--- src/rtl/irq_prio_pkg.sv ---
package irq_prio_pkg;
  typedef enum logic [1:0] {
    SEL_ENABLE  = 2'd0,
    SEL_LEVEL   = 2'd1,
    SEL_FLAGCLR = 2'd2,
    SEL_CTRL    = 2'd3
  } cfg_sel_e;

  localparam int CTRL_GIE_HI = 0;
  localparam int CTRL_GIE_LO = 1;
  localparam int CTRL_MODE   = 2;
endpackage

--- src/rtl/irq_src_capture.sv ---
module irq_src_capture #(
  parameter int N_EXT  = 3,
  parameter int PORT_W = 4,
  parameter int N_TMR  = 4,
  parameter int NF     = 8
) (
  input  logic              clk,
  input  logic              rst,
  input  logic [N_EXT-1:0]  ext_pin,
  input  logic [PORT_W-1:0] port_in,
  input  logic [N_TMR-1:0]  tmr_pulse,
  input  logic              clr_we,
  input  logic [NF-1:0]     clr_mask,
  output logic [NF-1:0]     flags
);
  localparam int PC_BIT  = N_EXT;
  localparam int TMR_OFF = N_EXT + 1;

  logic [N_EXT-1:0]  ext_prev;
  logic [N_EXT-1:0]  ext_rise;
  logic [PORT_W-1:0] port_seen;
  logic              pc_hit;
  logic [NF-1:0]     set_vec;
  logic [NF-1:0]     clr_vec;

  // rising edge detectors, one per external pin
  for (genvar g = 0; g < N_EXT; g++) begin : g_edge
    assign ext_rise[g] = ext_pin[g] & ~ext_prev[g];
  end

  always_ff @(posedge clk) begin
    if (rst) ext_prev <= '0;
    else     ext_prev <= ext_pin;
  end

  // port copy is refreshed on every edge, reset included, so the first
  // cycle out of reset compares against a valid value
  always_ff @(posedge clk) port_seen <= port_in;

  assign pc_hit  = (port_in != port_seen);
  assign set_vec = {tmr_pulse, pc_hit, ext_rise};
  assign clr_vec = clr_we ? clr_mask : '0;

  always_ff @(posedge clk) begin
    if (rst) flags <= '0;
    else     flags <= (flags & ~clr_vec) | set_vec;
  end

  // a pending bit only drops under a software clear of that bit
  p_flag_sticky_r4: assert property (@(posedge clk) disable iff (rst)
    (($past(flags) & ~flags & ~$past(clr_vec)) == '0));

  // a timer strobe always lands, even against a clear
  p_tmr_sets_r2: assert property (@(posedge clk) disable iff (rst)
    (|tmr_pulse) |=> ((flags[TMR_OFF +: N_TMR] & $past(tmr_pulse)) == $past(tmr_pulse)));

  p_port_change_r3: assert property (@(posedge clk) disable iff (rst)
    !$stable(port_in) |=> flags[PC_BIT]);
endmodule

--- src/rtl/irq_cfg_regs.sv ---
module irq_cfg_regs
  import irq_prio_pkg::*;
#(
  parameter int NF = 8
) (
  input  logic          clk,
  input  logic          rst,
  input  logic          cfg_we,
  input  logic [1:0]    cfg_sel,
  input  logic [NF-1:0] cfg_wdata,
  output logic [NF-1:0] enables,
  output logic [NF-1:0] levels,
  output logic          prio_mode,
  output logic          clr_we,
  output logic          ctrl_we
);
  cfg_sel_e sel;
  assign sel     = cfg_sel_e'(cfg_sel);
  assign clr_we  = cfg_we && (sel == SEL_FLAGCLR);
  assign ctrl_we = cfg_we && (sel == SEL_CTRL);

  always_ff @(posedge clk) begin
    if (rst) begin
      enables   <= '0;
      levels    <= '0;
      prio_mode <= 1'b0;
    end else if (cfg_we) begin
      case (sel)
        SEL_ENABLE: enables   <= cfg_wdata;
        SEL_LEVEL:  levels    <= cfg_wdata;
        SEL_CTRL:   prio_mode <= cfg_wdata[CTRL_MODE];
        default:    ;
      endcase
    end
  end
endmodule

--- src/rtl/irq_arbiter.sv ---
module irq_arbiter #(
  parameter int          NF     = 8,
  parameter int          VEC_W  = 8,
  parameter int unsigned VEC_HI = 'h08,
  parameter int unsigned VEC_LO = 'h18
) (
  input  logic             clk,
  input  logic             rst,
  input  logic [NF-1:0]    flags,
  input  logic [NF-1:0]    enables,
  input  logic [NF-1:0]    levels,
  input  logic             prio_mode,
  input  logic             ctrl_we,
  input  logic             ctrl_gie_hi,
  input  logic             ctrl_gie_lo,
  input  logic             irq_ack,
  input  logic             irq_ret,
  output logic             irq_hi,
  output logic             irq_lo,
  output logic [VEC_W-1:0] irq_vec
);
  localparam logic [VEC_W-1:0] VH = VEC_W'(VEC_HI);
  localparam logic [VEC_W-1:0] VL = VEC_W'(VEC_LO);

  logic          gie_hi, gie_lo;
  logic          in_hi, in_lo;
  logic [NF-1:0] armed, hi_src, lo_src;
  logic          hi_pend, lo_pend;
  logic          take_hi, take_lo, taken;
  logic          ret_hi, ret_lo;

  assign armed   = flags & enables;
  assign hi_src  = prio_mode ? (armed & levels) : armed;
  assign lo_src  = prio_mode ? (armed & ~levels) : '0;
  assign hi_pend = gie_hi && (|hi_src);
  assign lo_pend = prio_mode && gie_hi && gie_lo && (|lo_src);

  assign take_hi = irq_ack && irq_hi;
  assign take_lo = irq_ack && irq_lo && !irq_hi;
  assign taken   = take_hi || take_lo;
  assign ret_hi  = irq_ret && in_hi;
  assign ret_lo  = irq_ret && !in_hi && in_lo;

  // masks and handler levels; handshake wins over a same-cycle write
  always_ff @(posedge clk) begin
    if (rst) begin
      gie_hi <= 1'b0;
      gie_lo <= 1'b0;
      in_hi  <= 1'b0;
      in_lo  <= 1'b0;
    end else begin
      if (take_hi)      gie_hi <= 1'b0;
      else if (ret_hi)  gie_hi <= 1'b1;
      else if (ctrl_we) gie_hi <= ctrl_gie_hi;

      if (take_lo)      gie_lo <= 1'b0;
      else if (ret_lo)  gie_lo <= 1'b1;
      else if (ctrl_we) gie_lo <= ctrl_gie_lo;

      if (take_hi)     in_hi <= 1'b1;
      else if (ret_hi) in_hi <= 1'b0;

      if (take_lo)     in_lo <= 1'b1;
      else if (ret_lo) in_lo <= 1'b0;
    end
  end

  // request outputs are registered; an accept drops them at once
  always_ff @(posedge clk) begin
    if (rst || taken) begin
      irq_hi  <= 1'b0;
      irq_lo  <= 1'b0;
      irq_vec <= '0;
    end else begin
      irq_hi  <= hi_pend;
      irq_lo  <= lo_pend && !hi_pend;
      irq_vec <= hi_pend ? VH : (lo_pend ? VL : '0);
    end
  end

  p_req_excl_r11: assert property (@(posedge clk) disable iff (rst)
    !(irq_hi && irq_lo));

  p_ack_drops_r8: assert property (@(posedge clk) disable iff (rst)
    (irq_ack && irq_hi) |=> !irq_hi);

  p_no_lo_in_hi_r8: assert property (@(posedge clk) disable iff (rst)
    in_hi |-> !irq_lo);

  p_lo_gated_r6: assert property (@(posedge clk) disable iff (rst)
    irq_lo |-> $past(gie_lo));

  p_vec_lo_r6: assert property (@(posedge clk) disable iff (rst)
    irq_lo |-> (irq_vec == VL));

  p_vec_hi_r6: assert property (@(posedge clk) disable iff (rst)
    irq_hi |-> (irq_vec == VH));

  p_single_level_r7: assert property (@(posedge clk) disable iff (rst)
    !$past(prio_mode) |-> !irq_lo);

  p_ret_restores_r10: assert property (@(posedge clk) disable iff (rst)
    (irq_ret && in_hi && !irq_ack) |=> gie_hi);
endmodule

--- src/rtl/irq_prio_ctrl.sv ---
module irq_prio_ctrl
  import irq_prio_pkg::*;
#(
  parameter int          N_EXT  = 3,
  parameter int          PORT_W = 4,
  parameter int          N_TMR  = 4,
  parameter int          VEC_W  = 8,
  parameter int unsigned VEC_HI = 'h08,
  parameter int unsigned VEC_LO = 'h18,
  localparam int         NF     = N_EXT + 1 + N_TMR
) (
  input  logic              clk,
  input  logic              rst,
  input  logic [N_EXT-1:0]  ext_pin,
  input  logic [PORT_W-1:0] port_in,
  input  logic [N_TMR-1:0]  tmr_pulse,
  input  logic              cfg_we,
  input  logic [1:0]        cfg_sel,
  input  logic [NF-1:0]     cfg_wdata,
  input  logic              irq_ack,
  input  logic              irq_ret,
  output logic              irq_hi,
  output logic              irq_lo,
  output logic [VEC_W-1:0]  irq_vec,
  output logic [NF-1:0]     pend_flags
);
  logic [NF-1:0] enables, levels;
  logic          prio_mode, clr_we, ctrl_we;

  irq_cfg_regs #(.NF(NF)) u_cfg (
    .clk       (clk),
    .rst       (rst),
    .cfg_we    (cfg_we),
    .cfg_sel   (cfg_sel),
    .cfg_wdata (cfg_wdata),
    .enables   (enables),
    .levels    (levels),
    .prio_mode (prio_mode),
    .clr_we    (clr_we),
    .ctrl_we   (ctrl_we)
  );

  irq_src_capture #(
    .N_EXT (N_EXT),
    .PORT_W(PORT_W),
    .N_TMR (N_TMR),
    .NF    (NF)
  ) u_cap (
    .clk       (clk),
    .rst       (rst),
    .ext_pin   (ext_pin),
    .port_in   (port_in),
    .tmr_pulse (tmr_pulse),
    .clr_we    (clr_we),
    .clr_mask  (cfg_wdata),
    .flags     (pend_flags)
  );

  irq_arbiter #(
    .NF    (NF),
    .VEC_W (VEC_W),
    .VEC_HI(VEC_HI),
    .VEC_LO(VEC_LO)
  ) u_arb (
    .clk         (clk),
    .rst         (rst),
    .flags       (pend_flags),
    .enables     (enables),
    .levels      (levels),
    .prio_mode   (prio_mode),
    .ctrl_we     (ctrl_we),
    .ctrl_gie_hi (cfg_wdata[CTRL_GIE_HI]),
    .ctrl_gie_lo (cfg_wdata[CTRL_GIE_LO]),
    .irq_ack     (irq_ack),
    .irq_ret     (irq_ret),
    .irq_hi      (irq_hi),
    .irq_lo      (irq_lo),
    .irq_vec     (irq_vec)
  );
endmodule

--- config.mk ---
export PLATFORM = sky130hd
export DESIGN_NAME = irq_prio_ctrl
export DESIGN_NICKNAME = d
export VERILOG_FILES = /design/src/rtl/irq_prio_pkg.sv /design/src/rtl/irq_src_capture.sv /design/src/rtl/irq_cfg_regs.sv /design/src/rtl/irq_arbiter.sv /design/src/rtl/irq_prio_ctrl.sv
export SDC_FILE = /design/constraint.sdc
export NUM_CORES = 1
export LEC_CHECK = 0
export ABC_CLOCK_PERIOD_IN_PS = 4100
export CORE_UTILIZATION = 44
export CTS_CLUSTER_SIZE = 16
export DETAILED_ROUTE_END_ITERATION = 8
export PLACE_DENSITY = 0.73
export SYNTH_ARGS = -nofsm -noshare
export SYNTH_HDL_FRONTEND = slang
export SYNTH_SLANG_ARGS = --single-unit
export TNS_END_PERCENT = 20
--- constraint.sdc ---
create_clock -name clk -period 4.1 [get_ports clk]
set_clock_uncertainty 0.15 [all_clocks]
set_input_delay 0.82 -clock clk [delete_from_list [all_inputs] [get_ports clk]]
set_output_delay 0.82 -clock clk [all_outputs]
set_load 0.05 [all_outputs]
==> run metrics <==
CTS Buffer Depth 2; Synth top area share 48.0%; Root Buffer clkbuf_8; # diodes 0; # rows 22; Routed wire per std cell 11.2 µm; mean post-synth cell area 9.32 µm²; Die Span Y 63.6 µm; pin count of the biggest net entering global routing 20; Post-synth EDFFs 0; VDD IR max 0.289 mV; dpl cells 257; Synth Cell Area 1670 µm²; Skew-Pair Late Insertion Delay 0.29 ns; TritonCTS clock tree built; vias in the first global route 1,210; Syn Inst Count 179; final setup fails 0; power per cell area 371 nW/µm²; max cap viols 0; total congestion overflow 0; Hold WS 0.345 ns; Area contributors post-synth dfxtp_1, mux2i_1, nor2_1; DR iter-0 viols 54; vias per inst 4.74; drt total wl 2980 µm; Yosys reg bits 40; Num CTS Buffers 5; top-count cell post-synth dfxtp_1; Setup TNS 0 ns; Final Max Slew Viols 0; Layout area overhead 28.4%; Worst Path Max Fanout 4; hold crit path type reg -> reg; CP max stage cell clkdlybuf4s50_1; DIE AREA 4040 µm²; Post-synth top cells dfxtp_1, nor2_1, nand2_1; total core area 3660 µm²; Yosys Warn Count 0; max incr delay on CP 0.82 ns; critical path class reg -> out; Async SR Flop Fraction 0%; Die W 63.6 µm; Worst EP required 3.13 ns; PostCTS Resize Cnt 0; Initial DRT Pass Iterations 4; CP Launch Type flip-flop; IO Count 44; first-pass GRT wire length 5070 µm; total number of vias 1,256; drt drc 0; minimum clock period 2.47 ns; actual slew at the worst max-slew pin 0.561 ns; Slew Limit Headroom 62.5%; postcts setup bufs 0; Pwr Total 0.794 mW; aggregate global-route resource usage 16.5%; cts hold-fix bufs 0; Leak 0.871 nW; initial core utilization 45.6%; CP bufs+invs 1; H-Tree Depth 2; worst path arrival time 1.50 ns; Post-Place Cell Area 2050 µm²; Post-Place Setup Slack 1.59 ns; clock transition at the registers of the reported paths 0.07 ns; final std cells w/o fill 265; fin crit share 60.2%; Seq/Total Area, Yosys 48.0%; outcome finished clean; Final Hold Vio Count 0; HPWL after detailed placement 2160 µm; CP endpoint kind output pin; final core occ 58.5%; Final ANT Viol Nets 0; post-route cell area 2140 µm²; worst setup margin 1.63 ns; layout cells sized above 1 5.99%; RSZ-0062 raised after global routing false; Yosys top cell by area dfxtp_1; ys flop type dfxtp_1; Final Wtd Congestion 0.765; critical path's top delay family buffers and inverters; Nets 242; I/O Buffers 37; initial antenna violation count 0; Max Fclk 0.405 GHz; worst-path cell chain clkdlybuf4s50_1; unique cell type count in the Yosys netlist 30; Sink Count 40
==> logic make-up after synthesis <==
logic type / after synthesis / share of synthesized area (%)
XOR/XNOR: 4 / 2.10
AND/OR/NAND/NOR: 76 / 23.4
AO/OA/AOI/OAI: 24 / 9.75
multiplexers: 19 / 11.4
other: 1 / 0.225
flip-flops: 40 / 48.0
buffers and inverters: 15 / 5.10
==> sequential cells by signal, indices dropped and copies added, names as in the netlist <==
signal and count:
u_arb.gie_hi 1, u_arb.gie_lo 1, u_arb.in_hi 1, u_arb.in_lo 1
u_arb.irq_hi 1, u_arb.irq_lo 1, u_arb.irq_vec 2, u_cap.ext_prev 3
u_cap.flags 8, u_cap.port_seen 4, u_cfg.enables 8, u_cfg.levels 8
u_cfg.prio_mode 1
==> worst paths after layout <==
| kind | end | slack (ns) | depth (start not counted) | startpoint |
|---|---|---|---|---|
| setup reg to reg | u_arb.irq_vec[4] | 2.64 | 4 | u_cfg.prio_mode |
| setup / recovery | pend_flags[5] | 1.63 | 1 | u_cap.flags[5] |
| hold reg to reg | u_arb.in_lo | 0.35 | 2 | u_arb.in_lo |
| hold / removal | u_arb.in_lo | 0.35 | 2 | u_arb.in_lo |
==> final cells by class <==
| type | instances | area [µm²] |
|---|---|---|
| fillers | 333 | 1520 |
| flip-flops and latches | 40 | 801 |
| repair buffers | 39 | 385 |
| multi-input cells | 129 | 801 |
| well taps | 48 | 60.1 |
| inverters | 1 | 3.75 |
| clock buffers | 8 | 90.1 |
==> power breakdown <==
group | total (mW) | internal (mW) | switching (mW) | leakage, nW
Clock | 0.260 | 0.137 | 0.123 | 0.0455
Sequential | 0.416 | 0.405 | 0.0110 | 0.329
Combinational | 0.119 | 0.0530 | 0.0658 | 0.497
==> layout by cell type, fill, tap and decap left out, drive strengths merged, types with 6 or more instances in the layout <==
cell type | netlist | routed
nand3b | 6 | 6
nor2 | 28 | 28
clkdlybuf4s50 | 0 | 37
conb | 1 | 6
mux2i | 19 | 19
nand2 | 20 | 20
a21oi | 10 | 10
dfxtp | 40 | 40
o22ai | 6 | 6
clkbuf | 5 | 8
nor2b | 12 | 12
==> per-layer routing <==
layer	wire length, µm	GRT usage [%]	vias to the layer above
li1	-	-	664
met1	1490	19.2	558
met2	1300	27.1	29
met3	141	6.34	5
met4	45	5.97	0
met5	0	0	-
(Power assumes the default switching activity.)
